--- src/rtl/srf_pkg.sv ---
package srf_pkg;
   localparam int DATA_W  = 64;
   localparam int NFLAGS  = 3;
   localparam int FLAG_CF  = 0;
   localparam int FLAG_OF  = 1;
   localparam int FLAG_ECF = 2;

   typedef enum logic [2:0] {
      OP_SHL  = 3'd0,
      OP_SHR  = 3'd1,
      OP_SAR  = 3'd2,
      OP_ROL  = 3'd3,
      OP_ROR  = 3'd4,
      OP_RCL  = 3'd5,
      OP_RCR  = 3'd6,
      OP_NONE = 3'd7
   } srf_op_e;

   typedef enum logic [1:0] {
      SZ_B1 = 2'd0,
      SZ_B2 = 2'd1,
      SZ_B4 = 2'd2,
      SZ_B8 = 2'd3
   } srf_size_e;
endpackage

--- src/rtl/srf_count_norm.sv ---
module srf_count_norm #(
   parameter int CNT_W = 8
) (
   input  logic [1:0]       size,
   input  logic [CNT_W-1:0] count_raw,
   output logic [6:0]       width_bits,
   output logic [5:0]       cnt,
   output logic [6:0]       cnt_clamp,
   output logic [6:0]       cnt_rot,
   output logic             cnt_le_w,
   output logic             cnt_zero
);
   import srf_pkg::*;

   // narrow counts never exceed 31, the smallest modulus is 9
   localparam int NARROW_MAX = 31;
   localparam int MIN_MOD    = 9;
   localparam int ROT_STEPS  = (NARROW_MAX + MIN_MOD - 1) / MIN_MOD;

   generate
      if (CNT_W < 6) begin : g_bad_cnt_w
         $error("srf_count_norm: CNT_W must be at least 6");
      end
   endgenerate

   logic [6:0] modulus;
   logic [6:0] rot_acc;
   logic [6:0] cnt_ext;

   always_comb begin
      width_bits = 7'd8 << size;
      if (srf_size_e'(size) == SZ_B8)
         cnt = count_raw[5:0];
      else
         cnt = {1'b0, count_raw[4:0]};
      cnt_ext   = {1'b0, cnt};
      cnt_zero  = (cnt == 6'd0);
      cnt_le_w  = (cnt_ext <= width_bits);
      cnt_clamp = cnt_le_w ? cnt_ext : width_bits;
      modulus   = width_bits + 7'd1;
      rot_acc   = cnt_ext;
      for (int i = 0; i < ROT_STEPS; i++) begin
         if (rot_acc >= modulus)
            rot_acc = rot_acc - modulus;
      end
      cnt_rot = rot_acc;
   end
endmodule

--- src/rtl/srf_flag_rules.sv ---
module srf_flag_rules (
   input  srf_pkg::srf_op_e       op,
   input  logic [6:0]             width_bits,
   input  logic [5:0]             cnt,
   input  logic [6:0]             cnt_clamp,
   input  logic [6:0]             cnt_rot,
   input  logic                   cnt_le_w,
   input  logic [srf_pkg::DATA_W-1:0] src,
   input  logic [srf_pkg::DATA_W-1:0] res,
   input  logic                   cf_in,
   output logic                   cand_cf,
   output logic                   cand_of
);
   import srf_pkg::*;

   logic [5:0] msb_i, smsb_i, shl_i, shr_i, sar_i, rcl_i, rcr_i;
   logic       src_msb, res_msb, rot_zero, rc_cf;

   always_comb begin
      msb_i   = 6'(width_bits - 7'd1);
      smsb_i  = 6'(width_bits - 7'd2);
      shl_i   = 6'(width_bits - {1'b0, cnt});
      shr_i   = cnt - 6'd1;
      sar_i   = 6'(cnt_clamp - 7'd1);
      rcl_i   = 6'(width_bits - cnt_rot);
      rcr_i   = 6'(cnt_rot - 7'd1);
      src_msb = src[msb_i];
      res_msb = res[msb_i];
      rot_zero = (cnt_rot == 7'd0);
      rc_cf   = 1'b0;
      cand_cf = 1'b0;
      cand_of = 1'b0;
      unique case (op)
         OP_SHL: begin
            cand_cf = cnt_le_w & src[shl_i];
            cand_of = cand_cf ^ res_msb;
         end
         OP_SHR: begin
            cand_cf = cnt_le_w & src[shr_i];
            cand_of = src_msb;
         end
         OP_SAR: begin
            cand_cf = src[sar_i];
            cand_of = 1'b0;
         end
         OP_ROL: begin
            cand_cf = res[0];
            cand_of = res_msb ^ res[0];
         end
         OP_ROR: begin
            cand_cf = res_msb;
            cand_of = res_msb ^ res[smsb_i];
         end
         OP_RCL: begin
            rc_cf   = rot_zero ? cf_in : src[rcl_i];
            cand_cf = rc_cf;
            cand_of = res_msb ^ rc_cf;
         end
         OP_RCR: begin
            rc_cf   = rot_zero ? cf_in : src[rcr_i];
            cand_cf = rc_cf;
            cand_of = cf_in ^ src_msb;
         end
         default: begin
            cand_cf = 1'b0;
            cand_of = 1'b0;
         end
      endcase
   end
endmodule

--- src/rtl/srf_flag_merge.sv ---
module srf_flag_merge #(
   parameter int NF = srf_pkg::NFLAGS
) (
   input  logic          act,
   input  logic [NF-1:0] flags_in,
   input  logic [NF-1:0] flag_sel,
   input  logic          cand_cf,
   input  logic          cand_of,
   output logic [NF-1:0] flags_next
);
   import srf_pkg::*;

   generate
      if (NF != NFLAGS) begin : g_bad_nf
         $error("srf_flag_merge: NF must match the flag word");
      end
      for (genvar k = 0; k < NF; k++) begin : g_bit
         logic newval;
         if (k == FLAG_OF) begin : g_of
            assign newval = cand_of;
         end else begin : g_carry
            assign newval = cand_cf;
         end
         // clear-then-set collapses to a select of the rule value
         assign flags_next[k] = (act && flag_sel[k]) ? newval : flags_in[k];
      end
   endgenerate
endmodule

--- src/rtl/srf_flag_gen.sv ---
module srf_flag_gen #(
   parameter int CNT_W   = 8,
   parameter bit OUT_REG = 1'b1
) (
   input  logic                       clk,
   input  logic                       rst_n,
   input  logic                       in_valid,
   input  logic [2:0]                 op,
   input  logic [1:0]                 size,
   input  logic [CNT_W-1:0]           count,
   input  logic [63:0]                src,
   input  logic [63:0]                res,
   input  logic [2:0]                 flags_in,
   input  logic [2:0]                 flag_sel,
   output logic                       out_valid,
   output logic [2:0]                 flags_out
);
   import srf_pkg::*;

   generate
      if (DATA_W != 64) begin : g_bad_data_w
         $error("srf_flag_gen: datapath must be 64 bits");
      end
   endgenerate

   logic [6:0] width_bits, cnt_clamp, cnt_rot;
   logic [5:0] cnt;
   logic       cnt_le_w, cnt_zero;
   logic       cand_cf, cand_of, act;
   logic [2:0] flags_next;
   srf_op_e    op_e;

   assign op_e = srf_op_e'(op);
   assign act  = !cnt_zero && (op_e != OP_NONE);

   srf_count_norm #(.CNT_W(CNT_W)) u_norm (
      .size       (size),
      .count_raw  (count),
      .width_bits (width_bits),
      .cnt        (cnt),
      .cnt_clamp  (cnt_clamp),
      .cnt_rot    (cnt_rot),
      .cnt_le_w   (cnt_le_w),
      .cnt_zero   (cnt_zero)
   );

   srf_flag_rules u_rules (
      .op         (op_e),
      .width_bits (width_bits),
      .cnt        (cnt),
      .cnt_clamp  (cnt_clamp),
      .cnt_rot    (cnt_rot),
      .cnt_le_w   (cnt_le_w),
      .src        (src),
      .res        (res),
      .cf_in      (flags_in[FLAG_CF]),
      .cand_cf    (cand_cf),
      .cand_of    (cand_of)
   );

   srf_flag_merge #(.NF(NFLAGS)) u_merge (
      .act        (act),
      .flags_in   (flags_in),
      .flag_sel   (flag_sel),
      .cand_cf    (cand_cf),
      .cand_of    (cand_of),
      .flags_next (flags_next)
   );

   generate
      if (OUT_REG) begin : g_reg
         always_ff @(posedge clk or negedge rst_n) begin
            if (!rst_n) begin
               out_valid <= 1'b0;
               flags_out <= '0;
            end else begin
               out_valid <= in_valid;
               if (in_valid)
                  flags_out <= flags_next;
            end
         end
      end else begin : g_comb
         assign out_valid = in_valid;
         assign flags_out = flags_next;
      end
   endgenerate
endmodule

--- config.mk ---
export PLATFORM = sky130hd
export DESIGN_NAME = srf_flag_gen
export DESIGN_NICKNAME = d
export VERILOG_FILES = /design/src/rtl/srf_pkg.sv /design/src/rtl/srf_count_norm.sv /design/src/rtl/srf_flag_rules.sv /design/src/rtl/srf_flag_merge.sv /design/src/rtl/srf_flag_gen.sv
export SDC_FILE = /design/constraint.sdc
export NUM_CORES = 1
export LEC_CHECK = 0
export BUFFER_PORTS_ARGS = -buffer_cell sky130_fd_sc_hd__buf_4
export CAP_MARGIN = 20
export CORE_ASPECT_RATIO = 1.2
export CORE_MARGIN = 10
export CORE_UTILIZATION = 35
export CTS_BUF_LIST = sky130_fd_sc_hd__clkbuf_8
export CTS_CLUSTER_SIZE = 28
export DETAILED_ROUTE_END_ITERATION = 12
export HOLD_SLACK_MARGIN = 0.05
export PLACE_DENSITY = 0.6
export SLEW_MARGIN = 0
export SYNTH_ARGS = -nofsm -noshare
export SYNTH_HDL_FRONTEND = slang
export SYNTH_SLANG_ARGS = --single-unit
--- constraint.sdc ---
create_clock -name clk -period 0.8 [get_ports clk]
set_input_delay 0.08 -clock clk [delete_from_list [all_inputs] [get_ports clk]]
set_output_delay 0.08 -clock clk [all_outputs]
set_load 0.03 [all_outputs]
==> flow_summary_export.csv <==
group,metric,value,unit
run_status,status,"finished with violations",
run_status,violations,"setup timing",
floorplan,die-height,159,microns
timing,fin_crit_sh,933,%
timing,worst_slew_pin_slew,0.581,ns
worst_setup_path,cp-end-kind,"flip-flop",
worst_setup_path,r2r-end,"flags_out[1]$_DFFE_PN0P_",
placement,place_hpwl,23100,microns
worst_setup_path,cp.required,0.89,ns
yosys,yosysTopAreaCell,"mux4_2",
global_route,grt_start_max_net_pins,37,
placement,numPortBuffers,96,
drt,drt_first_iter_violations,545,
timing,finClkSkew,0,ns
worst_setup_path,rr_startpoint,"flags_out[1]$_DFFE_PN0P_",
drt,ant_nets,0,
worst_setup_path,critPathMaxStageDelay,0.42,ns
timing,slew_violations,0,
floorplan,placementRows,50,
yosys,yosys-top-cells-area,"mux4_2 (23%), ha_1 (5.7%), nand2_1 (4.8%)",
cts,cts_buffers,3,
timing,setup_viol,7,
global_route,grt_pass1_wl,44300,microns
floorplan,core,15800,sq um
yosys,synth_commonest_cells,"nand2_1 (72), mux4_2 (59), nor2_1 (43), a21oi_1 (40), o21ai_0 (35)",
cells_and_area,syn2layout_area_growth,70.1,%
yosys,yosysSeqAreaShare,1.77,%
worst_setup_path,crit_type,"primary input to flip-flop",
timing,fmax,134,MHz
cells_and_area,drive_gt1_share,57.5,%
cells_and_area,multi_input_area,5910,sq um
floorplan,initial_core_util,35.9,%
cts,clock-sinks,4,
yosys,ys_types,92,
timing,rsz0062_at_grt,"yes",
global_route,grt_antenna_before_repair,0,
yosys,yosysMostFrequentCell,"nand2_1",
cts,cts_root_buf,"clkbuf_8",
drt,drc,0,
floorplan,fp.dieW,136,microns
global_route,grt.total_usage,25.0,%
yosys,synth_ff_type,"dfrtp_1",
cells_and_area,utilization,61.1,%
floorplan,io_pins,154,
yosys,synth_nets,853,
drt,vias,7593,
cts,cts_tree,"yes",
placement,place_congestion,1.03,
cts,clock_path_buffers,2,
worst_setup_path,crit_arrival,7.56,ns
flow_run,drv_cap,0,
timing,final.min_clock_period,7.46,ns
hold_path,min_path_type,"primary input to flip-flop",
yosys,synth_top_area_share,23.4,%
floorplan,die_area,21700,sq um
global_route,grt_pass1_vias,7969,
drt,wl,28500,microns
cts,htreeDepth,1,
cts,clock_latency,0.22,ns
timing,fin_setup_tns,-20.10,ns
worst_setup_path,cp-endpoint,"flags_out[0]$_DFFE_PN0P_",
cells_and_area,nets,1225,
yosys,syn_area,5670,sq um
worst_setup_path,critPathLaunchType,"primary input",
worst_setup_path,rr_worst_depth,2,
yosys,synth_edf_count,0,
worst_setup_path,cp_max_fo,8,
cells_and_area,ff_latch_area,100,sq um
yosys,syn_inst,677,
worst_setup_path,crit_slowest_cell,"or4_4",
worst_setup_path,critPathLaunch,"size[1]",
yosys,yosysWarnings,0,
drt,first_pass_iters,7,
worst_setup_path,reg2reg_slack,-0.11,ns
timing,max_slew_margin,61.2,%
yosys,ys_seq_elements,4,
timing,hold_viol,0,
drt,routedWlPerCell,22.7,microns
cells_and_area,fillCellCount,1423,
global_route,overflow,0,
drt,routed_via_density,6.05,
placement,dpl_worst_slack,-7.33,ns
yosys,synthArstFlopShare,100,%
timing,worst_slack,-6.66,ns
worst_setup_path,crit_top_cell,"ha_4",
yosys,postSynthAreaPerCell,8.37,sq um
cts,clk_pin_slew,0.03,ns
## worst min path at each step
stage / start / end / slack (ns) / cells after the start
after detailed placement: rst_n / flags_out[0]$_DFFE_PN0P_ / -0.12 / 1
final: flag_sel[2] / flags_out[2]$_DFFE_PN0P_ / 0.05 / 2
after CTS: flag_sel[2] / flags_out[2]$_DFFE_PN0P_ / 0.05 / 2
after global routing: flag_sel[0] / flags_out[0]$_DFFE_PN0P_ / 0.07 / 2
after floorplan: rst_n / flags_out[0]$_DFFE_PN0P_ / -0.22 / 0
after global placement: rst_n / flags_out[2]$_DFFE_PN0P_ / -0.12 / 1
## through the flow
stage / std cells / hold slack [ns] / cell area [sq um]
6_report: 1256 / 0.0534 / 9640
5_1_grt: 1255 / 0.0677 / 9630
4_1_cts: 1244 / 0.0516 / 9390
3_5_place_dp: 1222 / -0.122 / 8870
3_3_place_gp: 1222 / -0.125 / 8870
2_1_floorplan: 677 / -0.216 / 6020
## kinds of logic after synthesis
kind of cell	Yosys count	synth area share [%]
muxes	99	33.2
and+or+nand+nor	218	19.7
xor gates and xnor gates	35	5.79
DFF	4	1.77
AOI/OAI and AO/OA	221	28.0
adders and majority gates	27	5.92
buffers and inverters	73	5.61
## worst max-delay path: cells and delay by family
family                   cells  cell delay (ns)
AO/OA/AOI/OAI               17             3.33
AND/OR/NAND/NOR              9             1.65
adder cells (fa/ha/maj)      5             1.25
buffers and inverters        6             0.66
multiplexers                 1             0.32
XOR/XNOR                     1             0.22
## state kept, by name (all words and copies together), names as in the netlist
name       flops
flags_out      3
out_valid      1
## timing repair
item                                    in CTS  in global routing
resized for setup                           63                 35
endpoints found under the setup margin       7                  7
pin swaps                                   35                 14
hold endpoints to repair                     4                  0
setup buffers                               18                 11
hold buffers                                 1                  0
## area by class of cell
class	count	area share (%)
Timing Repair Buffer	414	33.3
Multi-Input combinational cell	600	61.3
Sequential cell	4	1.04
Tap cell	208	2.70
Antenna cell	1	0.0260
Clock buffer	3	0.428
Inverter	26	1.19
## cell usage in the layout (no fill, tap or decap), types with 8 or more instances in the layout
cell and count:
buf_4 394, mux2_2 8, o21ai_0 28, nand2_1 63
mux4_1 8, xor2_1 11, a22oi_1 11, inv_1 17
nor2_1 40, ha_4 12, o22ai_1 13, xnor2_1 17
a21oi_1 27, a21o_1 9, ha_1 10, nand4_1 9
nor3_1 8, buf_6 15, mux2i_1 18, o21ai_2 8
nand3_1 14, mux4_2 59
## per-layer routing
layer | GRT usage [%] | routed length, microns | up-vias
li1 | - | - | 3467
met1 | 29.0 | 10900 | 3659
met2 | 43.6 | 14400 | 368
met3 | 3.81 | 1650 | 99
met4 | 11.8 | 1570 | 0
met5 | 0 | 0 | -
Power is left out: the tool's default activity adds up to more than one toggle a clock period on the data nets, which glitch-free logic cannot reach.
